### src/rtl/dmahw_pkg.sv
package dmahw_pkg;
    localparam int REGA_W     = 3;
    localparam int REG_CTRL   = 0;
    localparam int REG_RELOAD = 1;
    localparam int REG_SRC    = 2;
    localparam int REG_DST    = 3;
    localparam int REG_SSTEP  = 4;
    localparam int REG_DSTEP  = 5;
    localparam int REG_ENSET  = 6;

    localparam int CTRL_CONT_BIT = 0;
    localparam int CTRL_WHOLE_BIT = 1;
    localparam int CTRL_SEL_LSB  = 4;

    typedef enum logic [0:0] {
        ST_IDLE = 1'b0,
        ST_XFER = 1'b1
    } chan_state_e;
endpackage

### src/rtl/dmahw_cfg_regs.sv
module dmahw_cfg_regs
    import dmahw_pkg::*;
#(
    parameter int DATA_W = 32,
    parameter int ADDR_W = 32,
    parameter int CNT_W  = 8,
    parameter int STEP_W = 16,
    parameter int SEL_W  = 4
) (
    input  logic              clk,
    input  logic              rst_n,
    input  logic              wr_en,
    input  logic [REGA_W-1:0] wr_addr,
    input  logic [DATA_W-1:0] wr_data,
    output logic              cont_mode,
    output logic              whole_txn,
    output logic [SEL_W-1:0]  sel,
    output logic [CNT_W-1:0]  reload,
    output logic [ADDR_W-1:0] src_base,
    output logic [ADDR_W-1:0] dst_base,
    output logic [STEP_W-1:0] src_step,
    output logic [STEP_W-1:0] dst_step,
    output logic              en_set
);
    typedef struct packed {
        logic              cont;
        logic              whole;
        logic [SEL_W-1:0]  sel;
        logic [CNT_W-1:0]  reload;
        logic [ADDR_W-1:0] src_base;
        logic [ADDR_W-1:0] dst_base;
        logic [STEP_W-1:0] src_step;
        logic [STEP_W-1:0] dst_step;
    } cfg_t;

    cfg_t cfg_d, cfg_q;

    always_comb begin
        cfg_d = cfg_q;
        if (wr_en) begin
            case (int'(wr_addr))
                REG_CTRL: begin
                    cfg_d.cont  = wr_data[CTRL_CONT_BIT];
                    cfg_d.whole = wr_data[CTRL_WHOLE_BIT];
                    cfg_d.sel   = wr_data[CTRL_SEL_LSB +: SEL_W];
                end
                REG_RELOAD: cfg_d.reload   = wr_data[CNT_W-1:0];
                REG_SRC:    cfg_d.src_base = wr_data[ADDR_W-1:0];
                REG_DST:    cfg_d.dst_base = wr_data[ADDR_W-1:0];
                REG_SSTEP:  cfg_d.src_step = wr_data[STEP_W-1:0];
                REG_DSTEP:  cfg_d.dst_step = wr_data[STEP_W-1:0];
                default:    cfg_d = cfg_q;
            endcase
        end
    end

    always_ff @(posedge clk) begin
        if (!rst_n) begin
            cfg_q <= '0;
        end else begin
            cfg_q <= cfg_d;
        end
    end

    assign en_set    = wr_en && (int'(wr_addr) == REG_ENSET) && wr_data[0];
    assign cont_mode = cfg_q.cont;
    assign whole_txn = cfg_q.whole;
    assign sel       = cfg_q.sel;
    assign reload    = cfg_q.reload;
    assign src_base  = cfg_q.src_base;
    assign dst_base  = cfg_q.dst_base;
    assign src_step  = cfg_q.src_step;
    assign dst_step  = cfg_q.dst_step;
endmodule

### src/rtl/dmahw_req_detect.sv
module dmahw_req_detect #(
    parameter int N_LINES = 16,
    parameter int SEL_W   = $clog2(N_LINES)
) (
    input  logic               clk,
    input  logic               rst_n,
    input  logic [N_LINES-1:0] lines,
    input  logic [SEL_W-1:0]   sel,
    output logic               rise
);
    typedef struct packed {
        logic cur;
        logic prev;
    } edge_t;

    edge_t edge_d, edge_q;

    always_comb begin
        edge_d      = edge_q;
        edge_d.cur  = lines[sel];
        edge_d.prev = edge_q.cur;
    end

    always_ff @(posedge clk) begin
        if (!rst_n) begin
            edge_q <= '0;
        end else begin
            edge_q <= edge_d;
        end
    end

    assign rise = edge_q.cur && !edge_q.prev;
endmodule

### src/rtl/dmahw_addr_step.sv
module dmahw_addr_step #(
    parameter int ADDR_W = 32,
    parameter int STEP_W = 16
) (
    input  logic              clk,
    input  logic              rst_n,
    input  logic              load,
    input  logic              advance,
    input  logic [ADDR_W-1:0] base,
    input  logic [STEP_W-1:0] step,
    output logic [ADDR_W-1:0] addr
);
    localparam int EXT_W = ADDR_W - STEP_W;

    logic [ADDR_W-1:0] addr_d, addr_q;
    logic [ADDR_W-1:0] step_ext;

    assign step_ext = {{EXT_W{step[STEP_W-1]}}, step};

    always_comb begin
        addr_d = addr_q;
        if (load) begin
            addr_d = base;
        end else if (advance) begin
            addr_d = addr_q + step_ext;
        end
    end

    always_ff @(posedge clk) begin
        if (!rst_n) begin
            addr_q <= '0;
        end else begin
            addr_q <= addr_d;
        end
    end

    assign addr = addr_q;
endmodule

### src/rtl/dmahw_channel.sv
module dmahw_channel
    import dmahw_pkg::*;
#(
    parameter int N_LINES = 16,
    parameter int DATA_W  = 32,
    parameter int ADDR_W  = 32,
    parameter int CNT_W   = 8,
    parameter int STEP_W  = 16
) (
    input  logic               clk,
    input  logic               rst_n,
    input  logic               cfg_we,
    input  logic [REGA_W-1:0]  cfg_addr,
    input  logic [DATA_W-1:0]  cfg_wdata,
    input  logic [N_LINES-1:0] hw_req,
    input  logic               xfer_ack,
    output logic               xfer_req,
    output logic [ADDR_W-1:0]  xfer_src,
    output logic [ADDR_W-1:0]  xfer_dst,
    output logic               req_en,
    output logic               chan_active,
    output logic               txn_done,
    output logic [CNT_W-1:0]   xfer_left
);
    localparam int SEL_W   = $clog2(N_LINES);
    localparam int N_PORTS = 2;

    logic              cfg_cont;
    logic              cfg_whole;
    logic [SEL_W-1:0]  cfg_sel;
    logic [CNT_W-1:0]  cfg_reload;
    logic [ADDR_W-1:0] cfg_src_base;
    logic [ADDR_W-1:0] cfg_dst_base;
    logic [STEP_W-1:0] cfg_src_step;
    logic [STEP_W-1:0] cfg_dst_step;
    logic              en_set;
    logic              trig_rise;
    logic              addr_load;
    logic              addr_adv;

    dmahw_cfg_regs #(
        .DATA_W (DATA_W),
        .ADDR_W (ADDR_W),
        .CNT_W  (CNT_W),
        .STEP_W (STEP_W),
        .SEL_W  (SEL_W)
    ) regs_i (
        .clk       (clk),
        .rst_n     (rst_n),
        .wr_en     (cfg_we),
        .wr_addr   (cfg_addr),
        .wr_data   (cfg_wdata),
        .cont_mode (cfg_cont),
        .whole_txn (cfg_whole),
        .sel       (cfg_sel),
        .reload    (cfg_reload),
        .src_base  (cfg_src_base),
        .dst_base  (cfg_dst_base),
        .src_step  (cfg_src_step),
        .dst_step  (cfg_dst_step),
        .en_set    (en_set)
    );

    dmahw_req_detect #(
        .N_LINES (N_LINES),
        .SEL_W   (SEL_W)
    ) detect_i (
        .clk   (clk),
        .rst_n (rst_n),
        .lines (hw_req),
        .sel   (cfg_sel),
        .rise  (trig_rise)
    );

    logic [ADDR_W-1:0] base_arr [N_PORTS];
    logic [STEP_W-1:0] step_arr [N_PORTS];
    logic [ADDR_W-1:0] addr_arr [N_PORTS];

    assign base_arr[0] = cfg_src_base;
    assign base_arr[1] = cfg_dst_base;
    assign step_arr[0] = cfg_src_step;
    assign step_arr[1] = cfg_dst_step;

    for (genvar p = 0; p < N_PORTS; p++) begin : g_addr
        dmahw_addr_step #(
            .ADDR_W (ADDR_W),
            .STEP_W (STEP_W)
        ) step_i (
            .clk     (clk),
            .rst_n   (rst_n),
            .load    (addr_load),
            .advance (addr_adv),
            .base    (base_arr[p]),
            .step    (step_arr[p]),
            .addr    (addr_arr[p])
        );
    end

    typedef struct packed {
        chan_state_e      state;
        logic             req_en;
        logic             in_txn;
        logic [CNT_W-1:0] count;
        logic             done;
    } chan_t;

    chan_t ch_d, ch_q;

    always_comb begin
        ch_d      = ch_q;
        ch_d.done = 1'b0;
        addr_load = 1'b0;
        addr_adv  = 1'b0;
        case (ch_q.state)
            ST_IDLE: begin
                if (trig_rise && ch_q.req_en) begin
                    ch_d.state = ST_XFER;
                    if (!ch_q.in_txn) begin
                        ch_d.in_txn = 1'b1;
                        ch_d.count  = (cfg_reload == '0) ? CNT_W'(1) : cfg_reload;
                        addr_load   = 1'b1;
                    end
                end
            end
            ST_XFER: begin
                if (xfer_ack) begin
                    addr_adv   = 1'b1;
                    ch_d.count = ch_q.count - CNT_W'(1);
                    if (ch_q.count == CNT_W'(1)) begin
                        ch_d.state  = ST_IDLE;
                        ch_d.in_txn = 1'b0;
                        ch_d.done   = 1'b1;
                        if (!cfg_cont) begin
                            ch_d.req_en = 1'b0;
                        end
                    end else if (!cfg_whole) begin
                        ch_d.state = ST_IDLE;
                    end
                end
            end
            default: ch_d.state = ST_IDLE;
        endcase
        if (en_set) begin
            ch_d.req_en = 1'b1;
        end
    end

    always_ff @(posedge clk) begin
        if (!rst_n) begin
            ch_q <= '0;
        end else begin
            ch_q <= ch_d;
        end
    end

    assign xfer_req    = (ch_q.state == ST_XFER);
    assign chan_active = (ch_q.state == ST_XFER);
    assign xfer_src    = addr_arr[0];
    assign xfer_dst    = addr_arr[1];
    assign req_en      = ch_q.req_en;
    assign txn_done    = ch_q.done;
    assign xfer_left   = ch_q.count;
endmodule

### config.mk
export PLATFORM = sky130hd
export DESIGN_NAME = dmahw_channel
export DESIGN_NICKNAME = d
export VERILOG_FILES = /design/src/rtl/dmahw_pkg.sv /design/src/rtl/dmahw_cfg_regs.sv /design/src/rtl/dmahw_req_detect.sv /design/src/rtl/dmahw_addr_step.sv /design/src/rtl/dmahw_channel.sv
export SDC_FILE = /design/constraint.sdc
export NUM_CORES = 1
export LEC_CHECK = 0
export BUFFER_PORTS_ARGS = -buffer_cell sky130_fd_sc_hd__buf_2
export CORE_MARGIN = 3
export CORE_UTILIZATION = 50
export CTS_CLUSTER_SIZE = 16
export DETAILED_ROUTE_END_ITERATION = 7
export PLACE_DENSITY = 0.71
export SLEW_MARGIN = 10
export SYNTH_ARGS = -nofsm -noshare
export SYNTH_HDL_FRONTEND = slang
export SYNTH_SLANG_ARGS = --single-unit
### constraint.sdc
create_clock -name clk -period 3.8 [get_ports clk]
set_input_delay 0.57 -clock clk [delete_from_list [all_inputs] [get_ports clk]]
set_output_delay 0.57 -clock clk [all_outputs]
set_load 0.01 [all_outputs]
==> metrics.txt, run 1 <==
# TYPE chip_impl_metric gauge
chip_impl_metric{name="cts_hold_buf",unit=""} 0
chip_impl_metric{name="r2r_setup_slack",unit="ns"} 0.57
chip_impl_metric{name="starting_density_of_the_core",unit=""} 0.515
chip_impl_info{name="timing.hold.worst.class",value="in -> reg"} 1
chip_impl_metric{name="floorplan.core_area",unit="um^2"} 19700
chip_impl_metric{name="grt_max_degree",unit=""} 73
chip_impl_metric{name="finish.utilization",unit=""} 0.585
chip_impl_metric{name="worstMarginPinSlew",unit="ns"} 0.870
chip_impl_metric{name="dp_cells",unit=""} 1602
chip_impl_metric{name="grt-ovfl-total",unit=""} 0
chip_impl_info{name="netlist_top_cells_area",value="dfxtp_1, a21oi_1, nand2_1, ha_1, o221ai_1"} 1
chip_impl_metric{name="power.density_cell_area",unit="nW/um^2"} 348
chip_impl_metric{name="irDropWorstVdd",unit="mV"} 0.296
chip_impl_metric{name="post-route-cell-area",unit="um^2"} 11500
chip_impl_metric{name="report.final.hold_viol_count",unit=""} 0
chip_impl_info{name="synthTopCellsByCount",value="nand2_1, a21oi_1, dfxtp_1, clkbuf_1, ha_1"} 1
chip_impl_metric{name="die_area",unit="um^2"} 22000
chip_impl_metric{name="post-dp-hpwl",unit="mm"} 20.6
chip_impl_metric{name="design.final.nets",unit=""} 1477
chip_impl_info{name="rsz0062_at_grt",value="no"} 1
chip_impl_metric{name="syn_area_per_cell",unit="um^2"} 8.03
chip_impl_metric{name="routed-via-count",unit=""} 9630
chip_impl_info{name="ys_dominant_reg_cell",value="dfxtp_1"} 1
chip_impl_metric{name="tns",unit="ns"} 0
chip_impl_info{name="status",value="complete, no violations"} 1
chip_impl_metric{name="cts_made_buffers",unit=""} 17
chip_impl_metric{name="final-max-slew-violation-count",unit=""} 0
chip_impl_metric{name="synth.distinct_cells",unit=""} 71
chip_impl_metric{name="layout_worst_path_cycle_share",unit=""} 0.849
chip_impl_metric{name="worstPathMaxFanout",unit=""} 18
chip_impl_metric{name="drc_violations_left",unit=""} 0
chip_impl_metric{name="static-leakage-power",unit="nW"} 4.87
chip_impl_metric{name="total_of_max_cap_violations",unit=""} 0
chip_impl_metric{name="postSynthCellCount",unit=""} 1263
chip_impl_info{name="crit_path_start_kind",value="register"} 1
chip_impl_metric{name="port_buffers",unit=""} 130
chip_impl_metric{name="grtUsageTotal",unit=""} 0.268
chip_impl_metric{name="netlist.area_leader.share",unit=""} 0.371
chip_impl_metric{name="synth-seq-area-share",unit=""} 0.371
chip_impl_info{name="critical_path_class",value="reg -> reg"} 1
chip_impl_metric{name="bufs_on_longest_clock_path",unit=""} 2
chip_impl_metric{name="setup_fix_bufs_post_cts",unit=""} 0
chip_impl_metric{name="post_cts_resized",unit=""} 0
chip_impl_metric{name="grt_first_pass_wirelength",unit="mm"} 47.3
chip_impl_metric{name="yosys_register_bits",unit=""} 188
chip_impl_metric{name="drt_first_iter_violations",unit=""} 629
chip_impl_info{name="root_buffer",value="clkbuf_16"} 1
chip_impl_metric{name="synth.yosys.warnings",unit=""} 0
chip_impl_metric{name="ys_async_sr_fraction",unit=""} 0
chip_impl_metric{name="firstDrtPassIters",unit=""} 5
chip_impl_metric{name="ctsHtreeMaxLevel",unit=""} 4
chip_impl_metric{name="syn-num-nets",unit=""} 1384
chip_impl_metric{name="count_of_flip_flops_with_a_built_in_enable_after_synthesis",unit=""} 0
chip_impl_metric{name="core.rowCount",unit=""} 51
chip_impl_metric{name="max-slew-margin-rel",unit=""} 0.416
chip_impl_metric{name="routed_wl",unit="mm"} 29.5
chip_impl_metric{name="critPathArrivalTime",unit="ns"} 3.60
chip_impl_info{name="tritoncts_clock_tree",value="done"} 1
chip_impl_info{name="synth_largest_area_cell",value="dfxtp_1"} 1
chip_impl_info{name="timing.critical_path.to_type",value="register"} 1
chip_impl_metric{name="die-width",unit="um"} 148
chip_impl_metric{name="timing.hold.ws",unit="ns"} 0.382
chip_impl_metric{name="layout-drive-gt1-share",unit=""} 0.151
chip_impl_metric{name="post_dp_cell_area",unit="um^2"} 11000
chip_impl_metric{name="clock_slew_seen_by_the_registers_of_the_worst_setup_and_hold_paths",unit="ns"} 0.07
chip_impl_metric{name="io-pin-count",unit=""} 131
chip_impl_metric{name="routed_wire_length_per_instance",unit="um"} 18.0
chip_impl_metric{name="clkSinkCount",unit=""} 188
chip_impl_metric{name="grt_pass1_vias",unit=""} 9051
chip_impl_metric{name="flow.area_growth_from_synthesis",unit="%"} 13.7
chip_impl_metric{name="area_of_the_mapped_netlist",unit="um^2"} 10100
chip_impl_metric{name="globalplace.congestion",unit=""} 0.900
chip_impl_metric{name="final_antenna_net_count",unit=""} 0
chip_impl_metric{name="stdcell_count",unit=""} 1635
chip_impl_metric{name="detail_route.vias_per_cell",unit=""} 5.89
chip_impl_metric{name="antenna_found_initial",unit=""} 1
chip_impl_metric{name="finalWorstPathRequiredPeriod",unit="ns"} 3.23
chip_impl_metric{name="crit_required",unit="ns"} 4.17
chip_impl_metric{name="setup_viol",unit=""} 0
chip_impl_info{name="synth_most_common_cell",value="nand2_1"} 1
chip_impl_metric{name="maxClockFrequency",unit="MHz"} 310
chip_impl_metric{name="die_height",unit="um"} 148
chip_impl_metric{name="clk-insertion-delay-late",unit="ns"} 0.44
chip_impl_metric{name="largest_clock_skew_in_the_final_design",unit="ns"} 0.00657
## layout by cell type (no fill, tap or decap), types with 9 or more instances in the layout
cell type,count
inv_1,17
o21ai_0,22
xor2_1,22
ha_1,64
o221ai_1,28
a31oi_1,9
mux2i_1,11
and3_1,13
nor3_1,17
a21oi_1,219
nor2b_1,11
nand2_1,267
a22oi_1,31
buf_2,130
a21o_1,25
buf_4,20
xnor2_1,28
nand3_1,14
nor2_1,59
dfxtp_1,188
and2_1,9
clkbuf_16,17
nand2b_1,11
o22ai_1,9
o21bai_1,10
## cell families (layout without fill, tap and decap cells)
| kind of cell | Yosys count | count (layout) | share of synthesized area |
|---|---|---|---|
| AND/OR/NAND/NOR | 436 | 436 | 0.186 |
| AO/OA/AOI/OAI | 413 | 413 | 0.257 |
| flip-flops | 188 | 188 | 0.371 |
| buffers and inverters | 94 | 200 | 0.0381 |
| adder cells (fa/ha/maj) | 66 | 66 | 0.0829 |
| XOR/XNOR | 50 | 50 | 0.0432 |
| multiplexers | 16 | 16 | 0.0219 |
| other | 0 | 1 | 0 |
## cell type report
cell class,count,area [um^2]
timing repair buffer,150,801
fill,1853,8180
multi-input combinational,981,6020
clock inverter,15,130
inverter,18,70.1
antenna,1,2.50
clock buffer,17,425
tap,265,332
sequential,188,3760
## per-stage QoR
stage | worst slack [ns] | power (mW)
after floorplan | 0.933 | 2.20
after global placement | 0.713 | 2.31
after detailed placement | 0.647 | 2.31
after CTS | 0.618 | 4.03
after global routing | 0.278 | 4.15
final | 0.573 | 4.01
## worst max-delay path, cell delays in order, from the launching register on
cell and delay (ns):
dfxtp_1 0.79, ha_1 0.31, and3_1 0.24, nor3b_1 0.32
nand2_1 0.14, nor4_1 0.52, nor3_1 0.18, o31ai_1 0.27
a21oi_1 0.12, xor2_1 0.15, a21oi_1 0.13
## sequential cells by signal, indices dropped and copies added (netlist names), 4 cells and up
signal / cells
g_addr.step_i.addr: 64
regs_i.dst_base: 32
regs_i.dst_step: 16
regs_i.reload: 8
regs_i.sel: 4
regs_i.src_base: 32
regs_i.src_step: 16
xfer_left: 8
## metal layers
layer,global-route usage,up-vias,share of wire
met5,0,-,0
met4,0.0961,0,0.027
met2,0.428,336,0.46
met3,0.0606,47,0.073
met1,0.357,4544,0.44
li1,-,4703,-
## where the power goes
group / leakage [nW] / total, mW / switching [mW] / internal (mW)
Sequential: 1.52 / 2.02 / 0.0214 / 2.00
Clock: 0.274 / 1.74 / 0.876 / 0.867
Combinational: 3.08 / 0.250 / 0.164 / 0.0860
## path summary, 6_finish.rpt
kind / startpoint / end / cells after the start
worst max-delay path: regs_i.dst_step[15] / g_addr[1].step_i.addr[28] / 10
worst min-delay path: cfg_wdata[29] / regs_i.src_base[29] / 3
worst max register to register: regs_i.dst_step[15] / g_addr[1].step_i.addr[28] / 10
worst min register to register: regs_i.src_base[18] / regs_i.src_base[18] / 2
(Power assumes the default switching activity.)
==> run 2, diff against run 1 <==
==> constraint.sdc (replaced) <==
create_clock -name clk -period 3 [get_ports clk]
set_input_delay 0.45 -clock clk [delete_from_list [all_inputs] [get_ports clk]]
set_output_delay 0.45 -clock clk [all_outputs]
set_load 0.01 [all_outputs]
==> metrics.txt, run 2 (synthesized netlist as in run 1, its figures left out) <==
# TYPE chip_impl_metric gauge
chip_impl_metric{name="flow.area_growth_from_synthesis",unit="%"} 16.3
chip_impl_info{name="timing.hold.worst.class",value="in -> reg"} 1
chip_impl_metric{name="worstMarginPinSlew",unit="ns"} 0.823
chip_impl_metric{name="die-width",unit="um"} 148
chip_impl_metric{name="finish.utilization",unit=""} 0.599
chip_impl_metric{name="layout-drive-gt1-share",unit=""} 0.175
chip_impl_metric{name="grt_first_pass_wirelength",unit="mm"} 47.1
chip_impl_metric{name="critPathArrivalTime",unit="ns"} 3.25
chip_impl_metric{name="clock_slew_seen_by_the_registers_of_the_worst_setup_and_hold_paths",unit="ns"} 0.07
chip_impl_metric{name="cts_hold_buf",unit=""} 0
chip_impl_metric{name="core.rowCount",unit=""} 51
chip_impl_metric{name="static-leakage-power",unit="nW"} 4.97
chip_impl_metric{name="report.final.hold_viol_count",unit=""} 0
chip_impl_metric{name="dp_cells",unit=""} 1619
chip_impl_metric{name="antenna_found_initial",unit=""} 2
chip_impl_info{name="tritoncts_clock_tree",value="done"} 1
chip_impl_metric{name="ctsHtreeMaxLevel",unit=""} 4
chip_impl_metric{name="finalWorstPathRequiredPeriod",unit="ns"} 2.92
chip_impl_metric{name="crit_required",unit="ns"} 3.33
chip_impl_metric{name="max-slew-margin-rel",unit=""} 0.447
chip_impl_info{name="critical_path_class",value="reg -> reg"} 1
chip_impl_metric{name="r2r_setup_slack",unit="ns"} 0.08
chip_impl_metric{name="power.net_switching",unit="mW"} 1.29
chip_impl_metric{name="design_power_total",unit="mW"} 5.06
chip_impl_metric{name="clkPwrFrac",unit=""} 0.430
chip_impl_info{name="crit_path_slowest_cell",value="fa_2"} 1
chip_impl_info{name="root_buffer",value="clkbuf_16"} 1
chip_impl_metric{name="routed_wl",unit="mm"} 30.0
chip_impl_info{name="leading_cell_type_in_the_layout_fill_and_taps_excluded",value="nand2_1"} 1
chip_impl_metric{name="grt_pass1_vias",unit=""} 9134
chip_impl_metric{name="power.density_cell_area",unit="nW/um^2"} 428
chip_impl_info{name="critical_path.cell_chain",value="ha_4 -> fa_2 -> a21o_1 -> a311oi_2 -> nor2_2 -> o211ai_1 -> a2111oi_4 -> o311ai_2 -> a21boi_1 -> o2111a_1 -> o31a_1"} 1
chip_impl_info{name="status",value="complete, no violations"} 1
chip_impl_metric{name="drc_violations_left",unit=""} 0
chip_impl_metric{name="die_area",unit="um^2"} 22000
chip_impl_info{name="rsz0062_at_grt",value="yes"} 1
chip_impl_metric{name="io-pin-count",unit=""} 131
chip_impl_metric{name="die_height",unit="um"} 148
chip_impl_metric{name="total_of_max_cap_violations",unit=""} 0
chip_impl_metric{name="setup_viol",unit=""} 0
chip_impl_metric{name="maxClockFrequency",unit="MHz"} 343
chip_impl_metric{name="irDropWorstVdd",unit="mV"} 0.366
chip_impl_info{name="final_cell_mix",value="nand2_1, a21oi_1, dfxtp_1"} 1
chip_impl_metric{name="floorplan.core_area",unit="um^2"} 19700
chip_impl_metric{name="sw_ratio",unit=""} 0.255
chip_impl_metric{name="grt-ovfl-total",unit=""} 0
chip_impl_info{name="crit_path_start_kind",value="register"} 1
chip_impl_metric{name="post_dp_cell_area",unit="um^2"} 11100
chip_impl_metric{name="detail_route.vias_per_cell",unit=""} 5.87
chip_impl_metric{name="worstPathMaxFanout",unit=""} 3
chip_impl_metric{name="starting_density_of_the_core",unit=""} 0.515
chip_impl_metric{name="flip_flop_count_of_the_largest_register_after_layout",unit=""} 64
chip_impl_metric{name="largest_clock_skew_in_the_final_design",unit="ns"} 0.00884
chip_impl_metric{name="drt_first_iter_violations",unit=""} 723
chip_impl_metric{name="clkSinkCount",unit=""} 188
chip_impl_metric{name="post-dp-hpwl",unit="mm"} 20.6
chip_impl_metric{name="timing.hold.ws",unit="ns"} 0.268
chip_impl_metric{name="post-route-cell-area",unit="um^2"} 11800
chip_impl_metric{name="cts_made_buffers",unit=""} 17
chip_impl_metric{name="bufs_on_longest_clock_path",unit=""} 2
chip_impl_metric{name="p_comb_frac",unit=""} 0.064
chip_impl_metric{name="final_antenna_net_count",unit=""} 0
chip_impl_metric{name="clk-insertion-delay-late",unit="ns"} 0.44
chip_impl_info{name="timing.critical_path.to_type",value="register"} 1
chip_impl_metric{name="port_buffers",unit=""} 130
chip_impl_metric{name="firstDrtPassIters",unit=""} 5
chip_impl_metric{name="globalplace.congestion",unit=""} 0.907
chip_impl_metric{name="routed_wire_length_per_instance",unit="um"} 18.1
chip_impl_metric{name="stdcell_count",unit=""} 1658
chip_impl_metric{name="layout_worst_path_cycle_share",unit=""} 0.973
chip_impl_metric{name="power.internal",unit="mW"} 3.77
chip_impl_metric{name="final-max-slew-violation-count",unit=""} 0
chip_impl_metric{name="power.sequential.fraction",unit=""} 0.506
chip_impl_metric{name="design.final.nets",unit=""} 1499
chip_impl_metric{name="routed-via-count",unit=""} 9730
chip_impl_metric{name="num-fill-cells",unit=""} 1824
chip_impl_metric{name="grt_max_degree",unit=""} 101
chip_impl_metric{name="timing.critical_path.slowest_cell_delay",unit="ns"} 0.38
chip_impl_metric{name="grtUsageTotal",unit=""} 0.265
==> run 2: layer usage <==
metal,global-route usage,share of wire,vias to the layer above
met5,0,0,-
met4,0.0878,0.022,0
met3,0.0536,0.069,40
met2,0.428,0.46,304
met1,0.357,0.44,4630
li1,-,-,4756
==> run 2: what timing repair did <==
action                                  in CTS  in global routing
gates resized for setup                      3                 14
setup buffers                                1                  4
endpoints found under the setup margin       2                  9
pin swaps                                    3                 17
==> run 2: final cells by class <==
cell class | count | area (um^2) | share of cell area
multi-input cells | 981 | 6090 | 0.516
flip-flops and latches | 188 | 3770 | 0.319
repair buffers | 172 | 978 | 0.0829
clock buffers | 19 | 453 | 0.0384
well taps | 265 | 332 | 0.0281
clock inverters | 13 | 105 | 0.00890
inverters | 18 | 70.1 | 0.00594
diodes | 2 | 5.00 | 0.000424
==> run 2: path summary, 6_finish.rpt <==
| path | from | to | depth (start not counted) |
|---|---|---|---|
| hold / removal | cfg_wdata[31] | regs_i.src_base[31] | 3 |
| setup / recovery | regs_i.src_step[0] | g_addr[0].step_i.addr[28] | 11 |
| hold reg to reg | regs_i.dst_base[2] | regs_i.dst_base[2] | 2 |
| setup reg to reg | regs_i.src_step[0] | g_addr[0].step_i.addr[28] | 11 |
==> run 2: worst max-delay path, delay by kind of cell, from the launching register on <==
kind / cells / cell delay (ns)
compound gates: 8 / 1.82
simple gates: 1 / 0.09
flops: 1 / 0.34
fa+ha+maj: 2 / 0.54
==> run 2: per-stage QoR <==
step | TNS, ns | setup slack [ns]
3_3_place_gp | -0.0801 | -0.0801
6_report | 0 | 0.0808
4_1_cts | 0 | 0.0211
5_1_grt | -0.0511 | -0.0511
3_5_place_dp | -0.0802 | -0.0802
2_1_floorplan | 0 | 0.133
==> run 2: power groups by stage <==
stage               Clock [mW]  Sequential, mW  Combinational (mW)
global route              2.30            2.56               0.354
floorplan                    0            2.61               0.180
global placement             0            2.62               0.315
detailed placement           0            2.62               0.319
CTS                       2.20            2.56               0.321
finish                    2.17            2.56               0.325
==> run 3, diff against run 2 <==
--- a/config.mk
+++ b/config.mk
@@ -5,12 +5,11 @@
 export SDC_FILE = /design/constraint.sdc
 export NUM_CORES = 1
 export LEC_CHECK = 0
-export BUFFER_PORTS_ARGS = -buffer_cell sky130_fd_sc_hd__buf_2
 export CORE_MARGIN = 3
 export CORE_UTILIZATION = 50
 export CTS_CLUSTER_SIZE = 16
 export DETAILED_ROUTE_END_ITERATION = 7
-export PLACE_DENSITY = 0.71
+export DONT_BUFFER_PORTS = 1
 export SLEW_MARGIN = 10
 export SYNTH_ARGS = -nofsm -noshare
 export SYNTH_HDL_FRONTEND = slang
==> metrics.txt, run 3 (synthesized netlist as in run 1, its figures left out) <==
# TYPE chip_impl_metric gauge
chip_impl_metric{name="antenna_found_initial",unit=""} 0
chip_impl_info{name="timing.hold.worst.class",value="in -> reg"} 1
chip_impl_info{name="cpLargestDelayFamily",value="compound AO/OA/AOI/OAI gates"} 1
chip_impl_metric{name="globalplace.congestion",unit=""} 0.901
chip_impl_metric{name="post-dp-hpwl",unit="mm"} 21.1
chip_impl_info{name="critical_path_class",value="reg -> reg"} 1
chip_impl_metric{name="max-slew-margin-rel",unit=""} 0.426
chip_impl_metric{name="worstMarginPinSlew",unit="ns"} 0.855
chip_impl_metric{name="ctsHtreeMaxLevel",unit=""} 4
chip_impl_metric{name="detail_route.vias_per_cell",unit=""} 5.91
chip_impl_metric{name="setup_viol",unit=""} 0
chip_impl_metric{name="clock_slew_seen_by_the_registers_of_the_worst_setup_and_hold_paths",unit="ns"} 0.07
chip_impl_metric{name="finish.utilization",unit=""} 0.572
chip_impl_info{name="leading_cell_type_in_the_layout_fill_and_taps_excluded",value="nand2_1"} 1
chip_impl_metric{name="grt_pass1_vias",unit=""} 8810
chip_impl_metric{name="clkSinkCount",unit=""} 188
chip_impl_metric{name="core.rowCount",unit=""} 51
chip_impl_metric{name="largest_clock_skew_in_the_final_design",unit="ns"} 0.0121
chip_impl_info{name="status",value="complete, no violations"} 1
chip_impl_metric{name="clkPwrFrac",unit=""} 0.437
chip_impl_info{name="crit_path_slowest_cell",value="fa_2"} 1
chip_impl_metric{name="floorplan.core_area",unit="um^2"} 19700
chip_impl_metric{name="flip_flop_count_of_the_largest_register_after_layout",unit=""} 64
chip_impl_metric{name="port_buffers",unit=""} 0
chip_impl_metric{name="irDropWorstVdd",unit="mV"} 0.384
chip_impl_metric{name="final-max-slew-violation-count",unit=""} 0
chip_impl_metric{name="post_dp_cell_area",unit="um^2"} 10600
chip_impl_metric{name="die_area",unit="um^2"} 22000
chip_impl_metric{name="grt_max_degree",unit=""} 70
chip_impl_info{name="final_cell_mix",value="nand2_1, a21oi_1, dfxtp_1"} 1
chip_impl_info{name="root_buffer",value="clkbuf_16"} 1
chip_impl_metric{name="cts_hold_buf",unit=""} 0
chip_impl_metric{name="io-pin-count",unit=""} 131
chip_impl_metric{name="drc_violations_left",unit=""} 0
chip_impl_metric{name="grt-ovfl-total",unit=""} 0
chip_impl_metric{name="power.internal",unit="mW"} 3.71
chip_impl_metric{name="firstDrtPassIters",unit=""} 7
chip_impl_info{name="tritoncts_clock_tree",value="done"} 1
chip_impl_metric{name="buf_inv_stages_crit_path",unit=""} 0
chip_impl_metric{name="sw_ratio",unit=""} 0.253
chip_impl_metric{name="power.net_switching",unit="mW"} 1.26
chip_impl_metric{name="die_height",unit="um"} 148
chip_impl_info{name="crit_path_start_kind",value="register"} 1
chip_impl_metric{name="maxClockFrequency",unit="MHz"} 338
chip_impl_metric{name="design.final.nets",unit=""} 1385
chip_impl_metric{name="static-leakage-power",unit="nW"} 4.43
chip_impl_metric{name="crit_required",unit="ns"} 3.33
chip_impl_info{name="rsz0062_at_grt",value="yes"} 1
chip_impl_metric{name="drt_first_iter_violations",unit=""} 595
chip_impl_metric{name="layout_worst_path_cycle_share",unit=""} 0.987
chip_impl_metric{name="tns",unit="ns"} 0
chip_impl_metric{name="final_antenna_net_count",unit=""} 0
chip_impl_metric{name="flow.area_growth_from_synthesis",unit="%"} 11.1
chip_impl_metric{name="clk-insertion-delay-late",unit="ns"} 0.44
chip_impl_metric{name="layout-drive-gt1-share",unit=""} 0.0971
chip_impl_metric{name="grtUsageTotal",unit=""} 0.269
chip_impl_metric{name="worstPathMaxFanout",unit=""} 3
chip_impl_metric{name="routed_wl",unit="mm"} 29.9
chip_impl_metric{name="die-width",unit="um"} 148
chip_impl_metric{name="power.density_cell_area",unit="nW/um^2"} 441
chip_impl_metric{name="power.sequential.fraction",unit=""} 0.516
chip_impl_metric{name="timing.hold.ws",unit="ns"} 0.130
chip_impl_info{name="timing.critical_path.to_type",value="register"} 1
chip_impl_metric{name="cts_made_buffers",unit=""} 17
chip_impl_metric{name="timing.critical_path.slowest_cell_delay",unit="ns"} 0.38
chip_impl_info{name="critical_path.cell_chain",value="ha_4 -> fa_2 -> a21o_1 -> a311oi_2 -> nor2_2 -> o211ai_1 -> a2111oi_4 -> o311ai_2 -> a21boi_1 -> o2111a_1 -> o31a_1"} 1
chip_impl_metric{name="routed-via-count",unit=""} 9120
chip_impl_metric{name="finalWorstPathRequiredPeriod",unit="ns"} 2.96
chip_impl_metric{name="critPathArrivalTime",unit="ns"} 3.29
chip_impl_metric{name="routed_wire_length_per_instance",unit="um"} 19.4
chip_impl_metric{name="total_of_max_cap_violations",unit=""} 0
chip_impl_metric{name="bufs_on_longest_clock_path",unit=""} 2
chip_impl_metric{name="grt_first_pass_wirelength",unit="mm"} 47.1
chip_impl_metric{name="post-route-cell-area",unit="um^2"} 11300
chip_impl_metric{name="report.final.hold_viol_count",unit=""} 0
chip_impl_metric{name="starting_density_of_the_core",unit=""} 0.515
chip_impl_metric{name="p_comb_frac",unit=""} 0.047
-- run 3: final timing paths --
path,start,endpoint,slack [ns],cells past startpoint
worst min register to register,regs_i.dst_base[3],regs_i.dst_base[3],0.46,2
worst max-delay path,g_addr[0].step_i.addr[0],g_addr[0].step_i.addr[28],0.04,11
worst min-delay path,rst_n,g_addr[0].step_i.addr[9],0.13,1
worst max register to register,g_addr[0].step_i.addr[0],g_addr[0].step_i.addr[28],0.04,11
-- run 3: final cells by class --
| cell class | count | area, um^2 |
|---|---|---|
| sequential | 188 | 3770 |
| fill | 1845 | 8450 |
| timing repair buffer | 58 | 460 |
| tap | 265 | 332 |
| clock buffer | 18 | 429 |
| multi-input combinational | 981 | 6090 |
| antenna | 1 | 2.50 |
| clock inverter | 14 | 125 |
| inverter | 18 | 70.1 |
-- run 3: power by group through the flow --
stage               logic (mW)  registers (mW)  clock network (mW)
floorplan                0.180            2.61                   0
global placement         0.231            2.62                   0
detailed placement       0.233            2.62                   0
CTS                      0.234            2.56                2.22
global route             0.263            2.57                2.33
finish                   0.235            2.56                2.17
-- run 3: metal layers --
| layer | track usage | wire [um] | vias up |
|---|---|---|---|
| met3 | 0.0740 | 2160 | 39 |
| met4 | 0.0855 | 653 | 0 |
| li1 | - | - | 4530 |
| met5 | 0 | 0 | - |
| met1 | 0.356 | 13500 | 4292 |
| met2 | 0.430 | 13600 | 259 |
-- run 3: stage by stage --
stage / cells / worst slack [ns] / power (mW)
floorplan: 1263 / 0.133 / 2.79
finish: 1543 / 0.0392 / 4.97
detailed placement: 1506 / -0.0820 / 2.85
global placement: 1506 / -0.00283 / 2.85
CTS: 1539 / 0.00678 / 5.01
global route: 1542 / -0.0955 / 5.16
-- run 3: repair_timing --
item,CTS,global route
setup endpoints to repair,1,10
pin swaps,5,15
gates cloned,0,0
setup buffers,1,3
gates resized for setup,2,12
